==> src/rtl/quad_phase_rx.sv <==
module quad_phase_rx #(
  parameter int LOCK_CNT = 4,
  parameter int DELAY    = 4
) (
  input  logic       clk,
  input  logic       rst,
  input  logic       din,
  output logic       dout,
  output logic       vld,
  output logic [1:0] phase_o
);
  localparam int RW = $clog2(LOCK_CNT + 1);

  logic          s1, s2, last3, seen;
  logic [1:0]    pc, ep, cand, sel;
  logic [2:0]    w;
  logic [3:0]    word, e;
  logic [RW-1:0] run, nrun;
  logic [3:0]    dly [DELAY];
  logic          tick;

  assign tick    = (pc == 2'd3);
  assign word    = {s2, w};
  assign e       = word ^ {word[2:0], last3};
  assign phase_o = sel;

  always_comb begin
    if (e[0])      ep = 2'd0;
    else if (e[1]) ep = 2'd1;
    else if (e[2]) ep = 2'd2;
    else           ep = 2'd3;
  end

  assign nrun = (run != '0 && ep == cand)
              ? ((run == RW'(LOCK_CNT)) ? run : run + 1'b1)
              : RW'(1);

  always_ff @(posedge clk) begin
    if (rst) begin
      s1    <= 1'b0;
      s2    <= 1'b0;
      pc    <= 2'd2;
      w     <= '0;
      last3 <= 1'b0;
      cand  <= '0;
      run   <= '0;
      sel   <= '0;
      seen  <= 1'b0;
      dout  <= 1'b0;
      vld   <= 1'b0;
      for (int i = 0; i < DELAY; i++) dly[i] <= '0;
    end else begin
      s1  <= din;
      s2  <= s1;
      pc  <= pc + 2'd1;
      vld <= 1'b0;
      if (!tick) w[pc] <= s2;
      if (tick) begin
        last3 <= s2;
        for (int i = DELAY - 1; i > 0; i--) dly[i] <= dly[i-1];
        dly[0] <= word;
        dout   <= dly[DELAY-1][sel];
        vld    <= seen;
        if (|e) begin
          seen <= 1'b1;
          cand <= ep;
          run  <= nrun;
          if (nrun == RW'(LOCK_CNT)) sel <= ep + 2'd2;
        end
      end
    end
  end


  vld_single_chk: assert property (@(posedge clk) disable iff (rst)
    vld |=> !vld);


  vld_needs_edge_chk: assert property (@(posedge clk) disable iff (rst)
    !seen |-> !vld);


  dout_hold_chk: assert property (@(posedge clk) disable iff (rst)
    (pc != 2'd0) |-> $stable(dout));


  phase_when_chk: assert property (@(posedge clk) disable iff (rst)
    (sel != $past(sel)) |-> (pc == 2'd0));


  phase_lock_chk: assert property (@(posedge clk) disable iff (rst)
    (sel != $past(sel)) |-> (run == RW'(LOCK_CNT)));
endmodule

==> config.mk <==
export PLATFORM = sky130hd
export DESIGN_NAME = quad_phase_rx
export DESIGN_NICKNAME = d
export VERILOG_FILES = /design/src/rtl/quad_phase_rx.sv
export SDC_FILE = /design/constraint.sdc
export NUM_CORES = 1
export LEC_CHECK = 0
export BUFFER_PORTS_ARGS = -buffer_cell sky130_fd_sc_hd__clkbuf_2
export CORE_ASPECT_RATIO = 0.5
export CORE_UTILIZATION = 48
export DETAILED_ROUTE_END_ITERATION = 16
export PLACE_DENSITY = 0.75
export SLEW_MARGIN = 20
export SYNTH_ARGS = -nofsm -noshare
export SYNTH_HDL_FRONTEND = slang
export SYNTH_SLANG_ARGS = --single-unit
==> constraint.sdc <==
create_clock -name clk -period 3.7 [get_ports clk]
set_clock_uncertainty 0.2 [all_clocks]
set_input_delay 1.11 -clock clk [delete_from_list [all_inputs] [get_ports clk]]
set_output_delay 1.11 -clock clk [all_outputs]
set_load 0.05 [all_outputs]
== Word level (Yosys, flattened, before mapping) ==
Memories as Yosys holds them, arrays and structs flattened.
Index checks and enable logic that the tools add are counted.
Widths: inputs -> output; s select.

* Register bits: 18
* Bits in latches: 0
* Bits in writable memories: 16
* ROM bits: 0
* Input bits: 3
* Output and inout port bits: 4
* Logic and storage cells: 54
* Memories: 1

* $add $sub $neg: 3
* $mul: 0
* Divide/modulo/power cells: 0
* $lt $le $gt $ge: 3
* Eq/ne operators: 4
* Shifts and indexed selects: 0
* Multiplexer cells: 19
* Bitwise gates (word level): 6
* Reductions and logical operators: 7

{| class="wikitable"
|+ Memory list
! name !! depth !! bits a word !! rd ports !! clocked after Yosys merged registers in !! wr ports !! line !! text
|-
| dly || 4 || 4 || 4 || 0 || 4 || 19 || <nowiki>logic [3:0] dly [DELAY];</nowiki>
|}

{| class="wikitable"
|+ Operator list
! cell !! number
|-
| $mux 4 || 4
|-
| $mux 1 || 8
|-
| $eq 3x3->1 const B || 2
|-
| $lt 2x3->1 const B || 2
|-
| $mux 3 || 2
|-
| $mux 2 || 2
|-
| $or 1x1->1 || 4
|-
| $reduce_or 4->1 || 1
|-
| $xor 4x4->4 || 1
|-
| $add 3x1->3 const B || 1
|-
| $bwmux 3 || 1
|-
| $reduce_and 3->1 || 1
|-
| $reduce_bool 3->1 || 1
|-
| $add 2x1->2 const B || 1
|-
| $add 2x2->2 const B || 1
|-
| $bmux 1 s2 || 1
|-
| $demux 1 s2 || 1
|-
| $eq 2x2->1 || 1
|-
| $eq 2x2->1 const B || 1
|-
| $ge 2x1->1 const B || 1
|-
| $logic_and 1x1->1 || 2
|-
| $reduce_and 2->1 || 1
|-
| $reduce_or 2->1 || 1
|-
| $not 1->1 || 1
|}

== Depth between registers and ports, before layout ==
* Word-level depth: 9
* Gate-level depth with buffers: 7

== Worst setup path before layout ==
No wires, ideal clock.

* Path kind: input to register
* From: input port rst
* To: memory dly[0][0] (enable)
* Library setup time: 0.291 ns
* Data arrival time: 1.641 ns
* Setup slack: 1.568 ns
* Stages on the path: 2
* Path buffers: 1
* Path through: clkbuf_8 > or2_2

{| class="wikitable"
|+ RTL lines
! element !! line !! text
|-
| from (decl) || 6 || <nowiki>input logic rst,</nowiki>
|-
| to (decl) || 19 ||
|}

==> metrics.md <==
| Metric | Value |
|---|---|
| Status | `finished clean` |
| Total global routing overflow | `0` |
| # DRC | `0` |
| Post CTS Setup Buffer Count | `0` |
| Die Y | `42.16 um` |
| Crit path launch | `rst` |
| Fillers | `263` |
| Hold Path Origin | `s1` |
| Worst vdd ir | `0.1935 mV` |
| Hold EP | `s2` |
| Area of all placed cells without fillers | `1660 um2` |
| CTS resizes | `0` |
| # diodes | `0` |
| Clk root buf | `clkbuf_8` |
| Total CTS buffers | `5` |
| Placed inst area | `1580 um2` |
| Pin count of the biggest net entering global routing | `21` |
| Initial Util | `51.07%` |
| DP Worst Slack | `1.056 ns` |
| RSZ-0062 raised after global routing | `no` |
| GRT Resource Usage Total | `15.66%` |
| Die X | `82.31 um` |
| Period utilisation layout | `63.31%` |
| Pre-antenna DRT Iters | `4` |
| EDFF count, synth | `16` |
| Post-synthesis cell type count | `36` |
| Crit path kind | `in -> reg` |
| Crit-path max FO | `20` |
| Clock sink total | `34` |
| Final antenna-violating net count | `0` |
| Share of cells above drive strength 1 | `15.28%` |
| Synth top area cells | `edfxtp_1 31%, dfxtp_1 23%, and2_1 6.5%` |
| Final setup margin | `1.358 ns` |
| Io pins | `7` |
| Max cap viols | `0` |
| Final GP Congestion | `0.7346` |
| Post-synthesis net count | `145` |
| Worst r2r dst | `dly[0][0]` |
| Htree depth | `2` |
| Slew headroom | `50.39%` |
| Async S/R FF share, synth | `0%` |
| Vias | `943` |
| Post-synth top area share | `31.04%` |
| Row Count | `14` |
| GR Util met1 | `19.55%` |
| R2R setup slack | `1.70 ns` |
| Final setup viols | `0` |
| Worst Hold Slack | `0.2444 ns` |
| Area Growth Syn to Fin | `7.276%` |
| Layout Nets | `152` |
| Syn_area_per_cell | `11.38 um2` |
| Max Slew Vio Count | `0` |
| Syn Inst Count | `136` |
| Die area | `3470 um2` |
| Met3 Resource Use GR | `5.870%` |
| Fmax | `0.4269 GHz` |
| Leak | `0.0006339 uW` |
| Worst setup SP type | `primary input` |
| Vias per cell | `5.125` |
| Arrival @ worst endpoint | `2.29 ns` |
| DR iter-0 viols | `49` |
| Hold-fix buffers at CTS | `0` |
| Wirelength per Cell | `12.95 um` |
| Register area share after synthesis | `54.32%` |
| Routed wire length | `2.382 mm` |
| Worst hold-check path type | `reg -> reg` |
| Critical Path Sink Type | `register` |
| CTS tree | `built` |
| Tightest Pin Transition | `0.7427 ns` |
| Final Util | `54.79%` |
| GR peak layer | `met2` |
| Yosys warns | `0` |
| Worst r2r src | `pc[0]` |
| Global routing usage on met2 | `24.96%` |
| First-pass GRT wire length | `3.870 mm` |
| Initial antenna violation count | `0` |
| Final Hold Vio Count | `0` |
| Tmin final | `2.342 ns` |
| Dpl hpwl | `1.670 mm` |
| Hold Crit Depth | `1` |
| PortBufs | `6` |
| Vias in the first global route | `870` |
| R2r worst-path depth | `3` |
| Area leader, netlist | `edfxtp_1` |
| Mapped Area | `1548 um2` |
| Clock-pin slew on the worst setup and hold paths | `0.06 ns` |
| Dominant synthesized flop cell | `dfxtp_1` |
| Clock Latency Late Sink | `0.27 ns` |
| Flops & latches, synth | `34` |
| Clk buf depth | `2` |
| Crit path required time | `3.64 ns` |
| Core Box Area | `3030 um2` |
| Power per standard cell area | `441.0 nW/um2` |
| Final setup TNS | `0 ns` |
==> stage by stage <==
stage,std cells,power [uW]
global placement,176,485.6
detailed placement,176,489.2
floorplan,136,479.1
global route,184,763.1
finish,184,732.2
CTS,184,739.1
==> placed cells by master, fill, tap and decap left out, drive strengths merged, types with 2 or more instances in the layout <==
cell / count
edfxtp: 16
nor3: 2
o21a: 2
xnor2: 2
clkbuf: 14
a31oi: 3
a21oi: 5
mux2i: 6
inv: 8
and2: 17
nand3: 2
ha: 6
dfxtp: 18
or2: 3
nor2: 11
nand2: 11
nor2b: 4
o221ai: 2
==> cells in the mapped netlist (2+ instances only) <==
| cell | n |
|---|---|
| inv_1 | 8 |
| buf_6 | 2 |
| or2_2 | 3 |
| nand2_1 | 11 |
| edfxtp_1 | 16 |
| o21a_1 | 2 |
| and2_1 | 16 |
| ha_1 | 6 |
| dfxtp_1 | 18 |
| a31oi_1 | 3 |
| a21oi_1 | 4 |
| xnor2_1 | 2 |
| clkbuf_1 | 3 |
| mux2i_1 | 6 |
| nand3_1 | 2 |
| nor2b_1 | 4 |
| nor2_1 | 11 |
==> area by class of cell <==
| class | count | area, um2 | share of cell area, % |
|---|---|---|---|
| clock buffer | 8 | 80.08 | 4.823 |
| inverter | 8 | 30.03 | 1.809 |
| multi-input combinational | 88 | 629.4 | 37.91 |
| sequential | 34 | 840.8 | 50.64 |
| tap | 40 | 50.05 | 3.014 |
| timing repair buffer | 6 | 30.03 | 1.809 |
==> how the worst max path moves through the flow <==
stage,end,slack (ns),cells after the start
2_1_floorplan,dly[0][0],1.57,2
3_5_place_dp,dly[0][0],1.06,3
6_report,dly[0][0],1.36,3
4_1_cts,dly[0][0],1.34,3
3_3_place_gp,dly[0][0],1.10,3
5_1_grt,dly[0][0],1.19,3
==> report_power, final <==
part | internal, uW | switching, uW
sequential | 415 | 9.85
clock | 133 | 118
combinational | 22.3 | 33.5
total | 571 | 161
==> kinds of logic after synthesis <==
| kind of cell | count (synthesis) | share of synthesized area (%) |
|---|---|---|
| AO/OA/AOI/OAI | 20 | 10.91 |
| XOR/XNOR | 3 | 1.698 |
| adder cells (fa/ha/maj) | 6 | 4.850 |
| buffers and inverters | 14 | 5.012 |
| flip-flops | 34 | 54.33 |
| multiplexers | 7 | 5.336 |
| AND/OR/NAND/NOR | 52 | 17.87 |
==> flip-flops by register name (all words and copies together) (netlist names) <==
name	flops
cand	2
dly	16
dout	1
last3	1
pc	2
phase_o	2
run	3
s1	1
s2	1
seen	1
vld	1
w	3
==> worst max-delay path: stages <==
cell and delay [ns]:
clkbuf_2 0.26, nor2b_1 0.66, and2_2 0.25
==> metal layers <==
metal | wire length (um) | vias to the layer above
met3 | 80 | 2
met2 | 1109 | 17
met5 | 0 | -
met1 | 1176 | 438
met4 | 15 | 0
li1 | - | 486
Note: power is estimated with default switching activity, not from simulation.
